**src/rtl/adc_rl_pkg.sv**
```systemverilog
package adc_rl_pkg;
    localparam int RES_W  = 10;
    localparam int BYTE_W = 8;
    localparam int ADDR_W = 2;
    localparam int HI_W   = RES_W - BYTE_W;

    localparam logic [ADDR_W-1:0] ADDR_HI  = 2'd0;
    localparam logic [ADDR_W-1:0] ADDR_LO  = 2'd1;
    localparam logic [ADDR_W-1:0] ADDR_CFG = 2'd2;

    typedef enum logic {
        TRACKING = 1'b0,
        FROZEN   = 1'b1
    } lock_state_t;

    typedef struct packed {
        logic       low_power;
        logic [1:0] div_sel;
        logic       clk_src;
        logic [1:0] mode;
        logic       long_sample;
        logic       async_clk_en;
    } cfg_t;
endpackage

```
**src/rtl/adc_rl_freeze_fsm.sv**
```systemverilog
module adc_rl_freeze_fsm
    import adc_rl_pkg::*;
(
    input  logic clk,
    input  logic rst_n,
    input  logic mode_10bit,
    input  logic rd_hi,
    input  logic rd_lo,
    input  logic conv_done,
    output logic frozen,
    output logic xfer
);
    lock_state_t state_q, state_d;

    always_comb begin
        state_d = state_q;
        if (!mode_10bit) begin
            state_d = TRACKING;                  // mode8
        end else begin
            unique case (state_q)
                TRACKING: if (rd_hi) state_d = FROZEN;   // hi_read
                FROZEN:   if (rd_lo) state_d = TRACKING; // lo_read
                default:  state_d = TRACKING;
            endcase
        end
    end

    always_ff @(posedge clk) begin
        if (!rst_n) state_q <= TRACKING;
        else        state_q <= state_d;
    end

    always_comb begin
        frozen = (state_q == FROZEN);
        xfer   = 1'b0;
        if (conv_done) begin
            if (!mode_10bit) begin
                xfer = 1'b1;
            end else begin
                unique case (state_q)
                    TRACKING: xfer = !rd_hi;
                    FROZEN:   xfer = rd_lo;
                    default:  xfer = 1'b0;
                endcase
            end
        end
    end


    freeze_on_hi_read_chk: assert property (@(posedge clk) disable iff (!rst_n)
        (mode_10bit && rd_hi) |=> frozen);

    release_on_lo_read_chk: assert property (@(posedge clk) disable iff (!rst_n)
        rd_lo |=> !frozen);
endmodule

```
**src/rtl/adc_rl_result_reg.sv**
```systemverilog
module adc_rl_result_reg
    import adc_rl_pkg::*;
(
    input  logic             clk,
    input  logic             rst_n,
    input  logic             load,
    input  logic [RES_W-1:0] din,
    output logic [RES_W-1:0] dout
);
    always_ff @(posedge clk) begin
        if (!rst_n)    dout <= '0;
        else if (load) dout <= din;
    end
endmodule

```
**src/rtl/adc_rl_cfg_reg.sv**
```systemverilog
module adc_rl_cfg_reg
    import adc_rl_pkg::*;
(
    input  logic              clk,
    input  logic              rst_n,
    input  logic              wr_en,
    input  logic [BYTE_W-1:0] wdata,
    output cfg_t              cfg
);
    always_ff @(posedge clk) begin
        if (!rst_n)     cfg <= '0;
        else if (wr_en) cfg <= cfg_t'(wdata);
    end
endmodule

```
**src/rtl/adc_result_latch.sv**
```systemverilog
module adc_result_latch
    import adc_rl_pkg::*;
(
    input  logic              clk,
    input  logic              rst_n,
    input  logic              mode_10bit,
    input  logic              conv_done,
    input  logic [RES_W-1:0]  conv_data,
    input  logic              bus_sel,
    input  logic              bus_wr,
    input  logic [ADDR_W-1:0] bus_addr,
    input  logic [BYTE_W-1:0] bus_wdata,
    output logic [BYTE_W-1:0] bus_rdata,
    output logic              cfg_low_power,
    output logic [1:0]        cfg_div_sel,
    output logic              cfg_clk_src,
    output logic [1:0]        cfg_mode,
    output logic              cfg_long_sample,
    output logic              cfg_async_clk_en
);
    logic             rd_hi, rd_lo, cfg_wr, frozen, xfer;
    logic [RES_W-1:0] result;
    cfg_t             cfg;

    assign rd_hi  = bus_sel && !bus_wr && (bus_addr == ADDR_HI);
    assign rd_lo  = bus_sel && !bus_wr && (bus_addr == ADDR_LO);
    assign cfg_wr = bus_sel &&  bus_wr && (bus_addr == ADDR_CFG);

    adc_rl_freeze_fsm i_fsm (
        .clk(clk), .rst_n(rst_n), .mode_10bit(mode_10bit),
        .rd_hi(rd_hi), .rd_lo(rd_lo), .conv_done(conv_done),
        .frozen(frozen), .xfer(xfer)
    );

    adc_rl_result_reg i_res (
        .clk(clk), .rst_n(rst_n), .load(xfer), .din(conv_data), .dout(result)
    );

    adc_rl_cfg_reg i_cfg (
        .clk(clk), .rst_n(rst_n), .wr_en(cfg_wr), .wdata(bus_wdata), .cfg(cfg)
    );

    always_comb begin
        bus_rdata = '0;
        unique case (bus_addr)
            ADDR_HI:  if (mode_10bit) bus_rdata[HI_W-1:0] = result[RES_W-1:BYTE_W];
            ADDR_LO:  bus_rdata = result[BYTE_W-1:0];
            ADDR_CFG: bus_rdata = cfg;
            default:  bus_rdata = '0;
        endcase
    end

    assign cfg_low_power    = cfg.low_power;
    assign cfg_div_sel      = cfg.div_sel;
    assign cfg_clk_src      = cfg.clk_src;
    assign cfg_mode         = cfg.mode;
    assign cfg_long_sample  = cfg.long_sample;
    assign cfg_async_clk_en = cfg.async_clk_en;


    frozen_hold_chk: assert property (@(posedge clk) disable iff (!rst_n)
        (mode_10bit && frozen && !rd_lo) |=> $stable(result));

    byte8_xfer_chk: assert property (@(posedge clk) disable iff (!rst_n)
        (!mode_10bit && conv_done) |=> (result == $past(conv_data)));

    hi_zero_8bit_chk: assert property (@(posedge clk) disable iff (!rst_n)
        (!mode_10bit && bus_addr == ADDR_HI) |-> (bus_rdata == '0));
endmodule

```
**config.mk**
```make
export PLATFORM = sky130hd
export DESIGN_NAME = adc_result_latch
export DESIGN_NICKNAME = d
export VERILOG_FILES = /design/src/rtl/adc_rl_pkg.sv /design/src/rtl/adc_rl_freeze_fsm.sv /design/src/rtl/adc_rl_result_reg.sv /design/src/rtl/adc_rl_cfg_reg.sv /design/src/rtl/adc_result_latch.sv
export SDC_FILE = /design/constraint.sdc
export NUM_CORES = 1
export LEC_CHECK = 0
export BUFFER_PORTS_ARGS = -buffer_cell sky130_fd_sc_hd__buf_2
export CAP_MARGIN = 20
export CORE_UTILIZATION = 28
export DETAILED_ROUTE_END_ITERATION = 16
export SETUP_SLACK_MARGIN = 0.1
export SYNTH_ARGS = -nofsm -noshare
export SYNTH_HDL_FRONTEND = slang
export SYNTH_SLANG_ARGS = --single-unit
```
**constraint.sdc**
```tcl
create_clock -name clk -period 1.6 [get_ports clk]
set_input_delay 0.32 -clock clk [delete_from_list [all_inputs] [get_ports clk]]
set_output_delay 0.32 -clock clk [all_outputs]
set_load 0.01 [all_outputs]
```
==> results of run 1 <==
-- state kept, by name, summed over array words and instances, names as in the netlist --
register,flops
i_cfg.cfg,8
i_fsm.frozen,1
i_res.dout,10
-- cell type report --
type / count / area (um^2) / area share (%)
sequential: 19 / 380 / 30.2
tap: 44 / 55.1 / 4.37
multi-input combinational: 75 / 566 / 44.8
clock buffer: 4 / 26.3 / 2.08
inverter: 3 / 13.8 / 1.09
timing repair buffer: 43 / 220 / 17.5
-- final timing paths --
path	startpoint	to
setup / recovery	bus_addr[1]	bus_rdata[4]
hold / removal	bus_wdata[6]	i_cfg.cfg[6]$_SDFFE_PN0P_
setup reg to reg	i_fsm.frozen$_SDFF_PN0_	i_res.dout[0]$_SDFFE_PN0P_
hold reg to reg	i_res.dout[9]$_SDFFE_PN0P_	i_res.dout[9]$_SDFFE_PN0P_
-- routing by layer --
metal  vias up  GRT usage [%]
met3         4           3.90
met1       378           14.9
met5         -              0
met2        25           22.9
li1        428              -
met4         0           5.32
-- cells by family after synthesis --
| family | count (synthesis) | synth area share [%] |
|---|---|---|
| simple gates | 41 | 20.3 |
| flops | 19 | 40.1 |
| mux | 18 | 19.0 |
| compound gates | 11 | 8.71 |
| buf+inv | 8 | 5.28 |
| fa+ha+maj | 5 | 6.60 |
-- cells in the mapped netlist, types with 2 or more instances --
master / instances
clkbuf_1: 2
a22oi_1: 8
nand2_1: 20
dfxtp_1: 19
ha_1: 5
nand3_1: 2
nor2_1: 9
nor2b_1: 6
a21oi_1: 2
mux2i_1: 18
inv_1: 2
-- stage by stage --
step,std cells,utilization (%)
global route,188,40.3
global placement,184,37.9
CTS,188,39.9
floorplan,102,-
detailed placement,184,37.9
finish,188,40.3
-- power by group through the flow --
stage	sequential, mW	combinational (mW)	clock (mW)
finish	0.508	0.155	0.236
global route	0.511	0.170	0.268
CTS	0.508	0.152	0.249
detailed placement	0.519	0.141	0
global placement	0.518	0.135	0
floorplan	0.516	0.0858	0
-- critical path: stages --
cell     delay (ns)
buf_2          0.11
inv_2          0.10
ha_4           0.21
a22oi_1        0.10
nor2b_1        0.15
buf_2          0.15
-- repair_timing --
| item | CTS | global route |
|---|---|---|
| pin swaps | 0 | 1 |
| hold endpoints to repair | 0 | 0 |
| setup endpoints to repair | 8 | 8 |
| gates resized for setup | 6 | 4 |
==> flow_metrics.tcl, run 1 <==
set metrics [dict create \
    status "complete, no violations" \
    clkPwrFrac_pct 26.2 \
    wl_per_cell_um 11.9 \
    io_pins 42 \
    yosysSeqAreaShare_pct 40.1 \
    core_um2 3130 \
    rsz0062_at_grt "yes" \
    max-vdd-ir-drop_mv 0.319 \
    cts_inserted_buffers 3 \
    dpl_worst_slack_ns -0.0850 \
    first_global_vias 809 \
    yosys.area.top_type "dfxtp_1" \
    worst_setup_path_end_kind "output pin" \
    wl_met1_um 1010 \
    row_count 20 \
    final-setup-viol-count 0 \
    avgViaCountPerCell 4.44 \
    place_area_um2 1180 \
    tightest_slew_ns 0.345 \
    reg2reg_depth 4 \
    drive_above_1_share_pct 38.9 \
    layout_commonest_cell "buf_2" \
    cts_tree "built" \
    clock_path_buffers 2 \
    syn_area_um2 948 \
    dieWidth_um 60.2 \
    gr-total-overflow 0 \
    leakagePower_nw 0.632 \
    clock_skew_ns 0.00481 \
    cp.arrival_ns 1.15 \
    hold_violations 0 \
    antenna_cells 0 \
    gp_congestion 0.865 \
    cts.htree.levels 1 \
    synthCells 102 \
    met3_length_um 101 \
    antenna_found_initial 0 \
    yosys.area.top_type_share_pct 40.1 \
    p_per_area_nw_per_um2 713 \
    fin_crit_ns 1.47 \
    hold_slack_ns 0.250 \
    clock_latency_ns 0.29 \
    hold_class "primary input to register" \
    whs_path_depth 3 \
    power.internal_mw 0.669 \
    power_frac_seq_pct 56.5 \
    drcViolationCount 0 \
    drt_iter0_drc 29 \
    grt_max_degree 22 \
    syn-num-nets 133 \
    crit_fanout 9 \
    async_flop_share_pct 0 \
    grt_pass1_wl_um 3470 \
    wl_met2_um 1080 \
    die_h_um 60.2 \
    vias 835 \
    area_growth_pct 33.0 \
    start_kind "primary input" \
    fin_area_um2 1260 \
    maxCapViolations 0 \
    hpwl_um 1730 \
    period_share_pct 91.8 \
    synth-edff-count 0 \
    power_mw 0.899 \
    dieArea_um2 3620 \
    setup_tns_ns 0 \
    nFillCells 332 \
    ant_nets 0 \
    synthFlopType "dfxtp_1" \
    routed_wl_um 2240 \
    start_util_pct 30.3 \
    yosys-top-cells-area "dfxtp_1 40%, mux2i_1 19%, nand2_1 7.9%" \
    required_ns 1.28 \
    clk_pin_slew_ns 0.10 \
    track_usage_pct 13.2 \
    synth_cell_types 20 \
    postCtsSetupBuffers 0 \
    swShare_pct 25.6 \
    critPathKind "primary input to output pin" \
    port_buffers 41 \
    fin_ws_ns 0.131 \
    yosys_register_bits 19 \
    cts-root-buf "clkbuf_4" \
    nNetsFinal 176 \
    final_cell_mix "41 x buf_2, 20 x nand2_1, 19 x dfxtp_1" \
    routed.top_layer "met4" \
    switchingPower_mw 0.230 \
    avgSynthCellArea_um2 9.30 \
    cts.sinks 19 \
    power.share.combinational_pct 17.3 \
    timing.final.max_slew_violations 0 \
    max_freq_mhz 681 \
    first_pass_iters 4 \
    max-slew-margin-rel_pct 77.0 \
    synth-warning-count 0 \
    cts_hold_buf 0 \
    rrSetupSlack_ns 0.44 \
]
No activity file was read; power rests on OpenSTA's default activity.
==> run 2, diff against run 1 <==
--- a/config.mk
+++ b/config.mk
@@ -5,11 +5,13 @@
 export SDC_FILE = /design/constraint.sdc
 export NUM_CORES = 1
 export LEC_CHECK = 0
+export ABC_AREA = 1
 export BUFFER_PORTS_ARGS = -buffer_cell sky130_fd_sc_hd__buf_2
 export CAP_MARGIN = 20
 export CORE_UTILIZATION = 28
 export DETAILED_ROUTE_END_ITERATION = 16
 export SETUP_SLACK_MARGIN = 0.1
+export SKIP_CTS_REPAIR_TIMING = 1
 export SYNTH_ARGS = -nofsm -noshare
 export SYNTH_HDL_FRONTEND = slang
 export SYNTH_SLANG_ARGS = --single-unit
==> run 2 against run 1 <==
Combinational power increased by 29%. Die area increased by 15%. First-iteration DRC count decreased by 34%. Global-route usage decreased by 0.27 points. Wire length increased by 11%. Power increased by 17%. Setup slack improved by 0.023 ns. Fmax increased by 1.6%. Hold slack improved by 0.073 ns. Register-to-register slack got worse by 0.02 ns. Highest routed layer unchanged. Core utilization decreased by 0.79 points. Clock power increased by 42%.
==> flow_metrics.tcl, run 2 <==
set metrics [dict create \
    start_util_pct 29.4 \
    start_kind "primary input" \
    rrSetupSlack_ns 0.42 \
    dieArea_um2 4160 \
    nNetsFinal 226 \
    ys_top_cells_by_count "30 x nand2_1, 25 x inv_1, 23 x a21oi_1" \
    grt_pass1_wl_um 4180 \
    grt_max_degree 22 \
    drcViolationCount 0 \
    max_freq_mhz 691 \
    antenna_found_initial 0 \
    hold_class "primary input to register" \
    hold_violations 0 \
    wl_per_cell_um 10.2 \
    fin_util_pct 39.5 \
    max-vdd-ir-drop_mv 0.517 \
    vias 1050 \
    gp_congestion 0.739 \
    final_cell_mix "39 x buf_2, 29 x nand2_1, 22 x inv_1" \
    gr-total-overflow 0 \
    place_area_um2 1320 \
    synth-edff-count 0 \
    regMostFlops "i_res.dout" \
    cp.arrival_ns 1.13 \
    port_buffers 41 \
    nFillCells 436 \
    avgViaCountPerCell 4.34 \
    cts_tree "built" \
    area_growth_pct 34.3 \
    final_cells 242 \
    die_h_um 64.5 \
    clk_pin_slew_ns 0.07 \
    async_flop_share_pct 0 \
    first_pass_iters 3 \
    crit_fanout 7 \
    yosys.area.top_type_share_pct 34.8 \
    worst_setup_path_end_kind "output pin" \
    timing.final.max_slew_violations 0 \
    synth_cell_types 19 \
    avgSynthCellArea_um2 7.29 \
    io_pins 42 \
    yosys.cell_count.top_type "nand2_1" \
    ant_nets 0 \
    clock_path_buffers 2 \
    maxCapViolations 0 \
    power_mw 1.05 \
    layout_commonest_cell "buf_2" \
    period_share_pct 90.4 \
    yosysSeqAreaShare_pct 34.8 \
    dieWidth_um 64.5 \
    antenna_cells 0 \
    drt_iter0_drc 19 \
    fin_ws_ns 0.154 \
    required_ns 1.28 \
    clock_latency_ns 0.26 \
    fin_area_um2 1470 \
    synthFlopType "dfxtp_1" \
    dpl_worst_slack_ns -0.0145 \
    yosys-top-cells-area "dfxtp_1 35%, a21oi_1 11%, nand2_1 10%" \
    syn-num-nets 181 \
    p_per_area_nw_per_um2 716 \
    cts_inserted_buffers 3 \
    syn_area_um2 1090 \
    fin_crit_ns 1.45 \
    dp_cells 235 \
    status "complete, no violations" \
    hold_slack_ns 0.323 \
    critPathKind "primary input to output pin" \
    routed_wl_um 2480 \
    core_um2 3720 \
    tightest_slew_ns 0.444 \
    path_cells "buf_6 -> buf_4 -> ha_4 -> nand2_1 -> a31oi_1 -> buf_2" \
    largest_reg_flops 10 \
    clock_skew_ns 0.000281 \
    synthCells 150 \
    yosys.area.top_type "dfxtp_1" \
    track_usage_pct 12.9 \
    cts.htree.levels 1 \
    max_stage_delay_ns 0.18 \
    hpwl_um 1800 \
    leakagePower_nw 0.728 \
    final-setup-viol-count 0 \
    setup_tns_ns 0 \
    cts.sinks 19 \
    max-slew-margin-rel_pct 70.4 \
    first_global_vias 970 \
    hold_path_end "i_cfg.cfg[7]$_SDFFE_PN0P_" \
    cts-root-buf "clkbuf_8" \
    whs_path_depth 3 \
    synth-warning-count 0 \
    yosys_register_bits 19 \
    worstReg2RegStart "i_fsm.frozen$_SDFF_PN0_" \
    min_from "bus_wdata[7]" \
    slowest_stage "ha_4" \
    reg2reg_depth 5 \
    rsz0062_at_grt "no" \
    drive_above_1_share_pct 40.2 \
    reg2reg_to "i_res.dout[2]$_SDFFE_PN0P_" \
    row_count 22 \
]
[run 2: final cells by class]
cell class / instances / area, um^2 / share of cell area, %
multi-input combinational: 96 / 602 / 41.0
sequential: 19 / 380 / 25.9
timing repair buffer: 48 / 274 / 18.7
inverter: 27 / 106 / 7.24
tap: 48 / 60.1 / 4.09
clock buffer: 3 / 41.3 / 2.81
clock inverter: 1 / 5.00 / 0.341
[run 2: critical path, delay by kind of cell]
family / cells / cell delay [ns]
AOI/OAI and AO/OA: 1 / 0.18
and+or+nand+nor: 1 / 0.08
adders and majority gates: 1 / 0.18
buffers and inverters: 3 / 0.37
[run 2: worst max path at each step]
| stage | from | endpoint | slack, ns | depth (start not counted) |
|---|---|---|---|---|
| after CTS | bus_addr[0] | bus_rdata[0] | -0.02 | 6 |
| after detailed placement | bus_addr[0] | bus_rdata[0] | -0.01 | 6 |
| after global routing | bus_addr[1] | bus_rdata[0] | 0.10 | 7 |
| after global placement | bus_addr[0] | bus_rdata[0] | -0.01 | 6 |
| after floorplan | bus_addr[0] | bus_rdata[0] | 0.30 | 4 |
| final | bus_addr[1] | bus_rdata[0] | 0.15 | 6 |
[run 2: logic make-up (layout without fill, tap and decap cells)]
logic type	count (synthesis)	count (layout)	synth area share (%)
AOI/OAI and AO/OA	34	34	16.1
adders and majority gates	5	5	5.72
buffers and inverters	35	79	15.7
DFF	19	19	34.8
and+or+nand+nor	57	57	27.7
[run 2: metal layers]
metal | GRT usage, % | part of all wire (%) | vias up
met3 | 3.35 | 5.0 | 5
met2 | 21.7 | 48 | 23
met4 | 4.17 | 0.97 | 0
li1 | - | - | 556
met5 | 0 | 0 | -
met1 | 16.0 | 46 | 466
[run 2: report_power, final]
| part | total (mW) | switching, mW | internal (mW) |
|---|---|---|---|
| combinational | 0.200 | 0.107 | 0.0927 |
| clock | 0.336 | 0.163 | 0.173 |
| sequential | 0.516 | 0.0164 | 0.500 |
| total | 1.05 | 0.286 | 0.766 |
==> run 3, diff against run 2 <==
--- a/config.mk
+++ b/config.mk
@@ -14,4 +14,5 @@
 export SKIP_CTS_REPAIR_TIMING = 1
 export SYNTH_ARGS = -nofsm -noshare
 export SYNTH_HDL_FRONTEND = slang
+export SYNTH_HIERARCHICAL = 1
 export SYNTH_SLANG_ARGS = --single-unit
==> run 3 against run 2 <==
Sequential power hardly changed. Sequential share of layout area increased by 0.066 points. Clock skew about the same. Final cell count rose by 9.9%. Non-clock buffer count is 3 higher. First-iteration DRC count stayed put. Critical endpoint is now bus_rdata[1]. Largest power group unchanged. Highest routed layer unchanged.
==> flow_metrics.tcl, run 3 <==
set metrics [dict create \
    synth-edff-count 0 \
    dpl_worst_slack_ns -0.0672 \
    start_kind "primary input" \
    max-vdd-ir-drop_mv 0.598 \
    max_stage_delay_ns 0.18 \
    hold_class "primary input to register" \
    rsz0062_at_grt "yes" \
    critical_path.startpoint "bus_addr[0]" \
    die_h_um 63.7 \
    maxCapViolations 0 \
    reg2reg_to "i_res/dout[6]$_SDFFE_PN0P_" \
    area_growth_pct 37.4 \
    drcViolationCount 0 \
    avgViaCountPerCell 4.09 \
    first_pass_iters 4 \
    synthFlopType "dfxtp_1" \
    clock_skew_ns 0.000469 \
    p_per_area_nw_per_um2 714 \
    dieWidth_um 63.7 \
    core_um2 3660 \
    drive_above_1_share_pct 30.7 \
    synth_cell_types 14 \
    max-slew-margin-rel_pct 77.0 \
    yosysSeqAreaShare_pct 35.7 \
    fin_util_pct 40.0 \
    grt_max_degree 20 \
    gp_congestion 0.733 \
    path_cells "buf_8 -> inv_6 -> buf_4 -> ha_2 -> nand2_2 -> nand2_1 -> nor2_1 -> nor2_1 -> buf_2" \
    yosys.area.top_type_share_pct 35.7 \
    yosys_register_bits 19 \
    antenna_found_initial 0 \
    power.internal_mw 0.774 \
    synth-warning-count 6 \
    cts_inserted_buffers 3 \
    yosys.cell_count.top_type "nand2_1" \
    first_global_vias 937 \
    start_util_pct 29.1 \
    clk_pin_slew_ns 0.07 \
    slowest_stage "ha_2" \
    worstReg2RegStart "i_fsm/frozen$_SDFF_PN0_" \
    final-setup-viol-count 0 \
    clkPwrFrac_pct 31.3 \
    track_usage_pct 12.1 \
    synthCells 170 \
    period_share_pct 90.9 \
    leakagePower_nw 0.799 \
    wl_per_cell_um 9.18 \
    syn_area_um2 1070 \
    status "complete, no violations" \
    rrSetupSlack_ns 0.52 \
    switchingPower_mw 0.273 \
    ys_top_cells_by_count "55 x nand2_1, 46 x nor2_1, 26 x inv_1" \
    swShare_pct 26.0 \
    tightest_slew_ns 0.345 \
    ant_nets 0 \
    vias 1087 \
    final_cell_mix "52 x nand2_1, 46 x nor2_1, 39 x buf_2" \
    critPathKind "primary input to output pin" \
    largest_reg_flops 10 \
    worst_setup_path_end_kind "output pin" \
    power_frac_seq_pct 49.1 \
    regMostFlops "i_res/dout" \
    nNetsFinal 250 \
    fin_ws_ns 0.146 \
    drt_iter0_drc 19 \
    cts.htree.levels 1 \
    grt_pass1_wl_um 3840 \
    clock_latency_ns 0.25 \
    cts.sinks 19 \
    cts-root-buf "clkbuf_8" \
    crit_fanout 3 \
    yosys.area.top_type "dfxtp_1" \
    fin_crit_ns 1.45 \
    yosys-top-cells-area "dfxtp_1 36%, nand2_1 19%, nor2_1 16%" \
    io_pins 42 \
    syn-num-nets 201 \
    cts_tree "built" \
    avgSynthCellArea_um2 6.27 \
    power.share.combinational_pct 19.6 \
    endpoint "bus_rdata[1]" \
    crit_top_cell "nor2_1" \
    row_count 22 \
    timing.final.max_slew_violations 0 \
    routed_wl_um 2440 \
    cp.arrival_ns 1.13 \
    reg2reg_depth 8 \
    power_mw 1.05 \
    port_buffers 41 \
    dieArea_um2 4060 \
    hold_violations 0 \
    antenna_cells 0 \
    required_ns 1.28 \
    clock_path_buffers 2 \
    max_freq_mhz 688 \
    gr-total-overflow 0 \
    hpwl_um 1780 \
    async_flop_share_pct 0 \
    layout_commonest_cell "nand2_1" \
]
[run 3: changes by cell type after synthesis, sizes merged]
cell,previous run,this run
a21oi,24,6
a31oi,2,0
clkbuf,1,0
inv,27,26
nand2,32,58
nand3,13,0
nor2,12,46
nor3,0,1
nor3b,0,2
o21ai,8,0
[run 3: worst max-delay path, delay by kind of cell]
kind / cells / cell delay, ns
buf+inv: 4 / 0.40
simple gates: 4 / 0.24
fa+ha+maj: 1 / 0.18
[run 3: cell families (layout without fill, tap and decap cells)]
kind of cell,count (synthesis),count (layout),synth area share [%]
AND/OR/NAND/NOR,107,107,39.7
buffers and inverters,33,81,16.0
flip-flops,19,19,35.7
AO/OA/AOI/OAI,6,6,2.82
adder cells (fa/ha/maj),5,5,5.87
[run 3: final cells by class]
class / count / area (um^2)
flip-flops and latches: 19 / 380
multi-input cells: 118 / 563
fillers: 410 / 2200
clock buffers: 4 / 45.0
repair buffers: 51 / 312
inverters: 26 / 105
well taps: 48 / 60.1
[run 3: worst min-delay path by stage]
stage	start	cells after the start	end
global placement	i_res/dout[9]$_SDFFE_PN0P_	2	i_res/dout[9]$_SDFFE_PN0P_
floorplan	rst_n	2	i_fsm/frozen$_SDFF_PN0_
finish	mode_10bit	3	i_fsm/frozen$_SDFF_PN0_
CTS	mode_10bit	3	i_fsm/frozen$_SDFF_PN0_
global route	conv_data[7]	5	i_res/dout[7]$_SDFFE_PN0P_
detailed placement	i_res/dout[9]$_SDFFE_PN0P_	2	i_res/dout[9]$_SDFFE_PN0P_
[run 3: power by group through the flow]
stage	clock network [mW]	logic [mW]	registers [mW]
after detailed placement	0	0.182	0.525
after CTS	0.342	0.183	0.514
final	0.328	0.205	0.514
after floorplan	0	0.112	0.525
after global placement	0	0.179	0.525
after global routing	0.360	0.234	0.517
[run 3: metrics by stage]
stage	cells	hold slack, ns	area (um^2)	setup TNS (ns)
after global routing	266	0.356	1470	0
final	266	0.347	1470	0
after detailed placement	261	0.462	1330	-0.264
after CTS	265	0.335	1370	-0.193
after floorplan	170	0.439	1070	0
after global placement	261	0.459	1330	-0.0581
[run 3: per-layer routing]
metal / track usage, % / share of wire [%] / routed length [um]
met1: 14.2 / 45 / 1090
met2: 20.3 / 49 / 1210
met3: 4.53 / 5.3 / 129
met4: 3.41 / 0.61 / 15
met5: 0 / 0 / 0
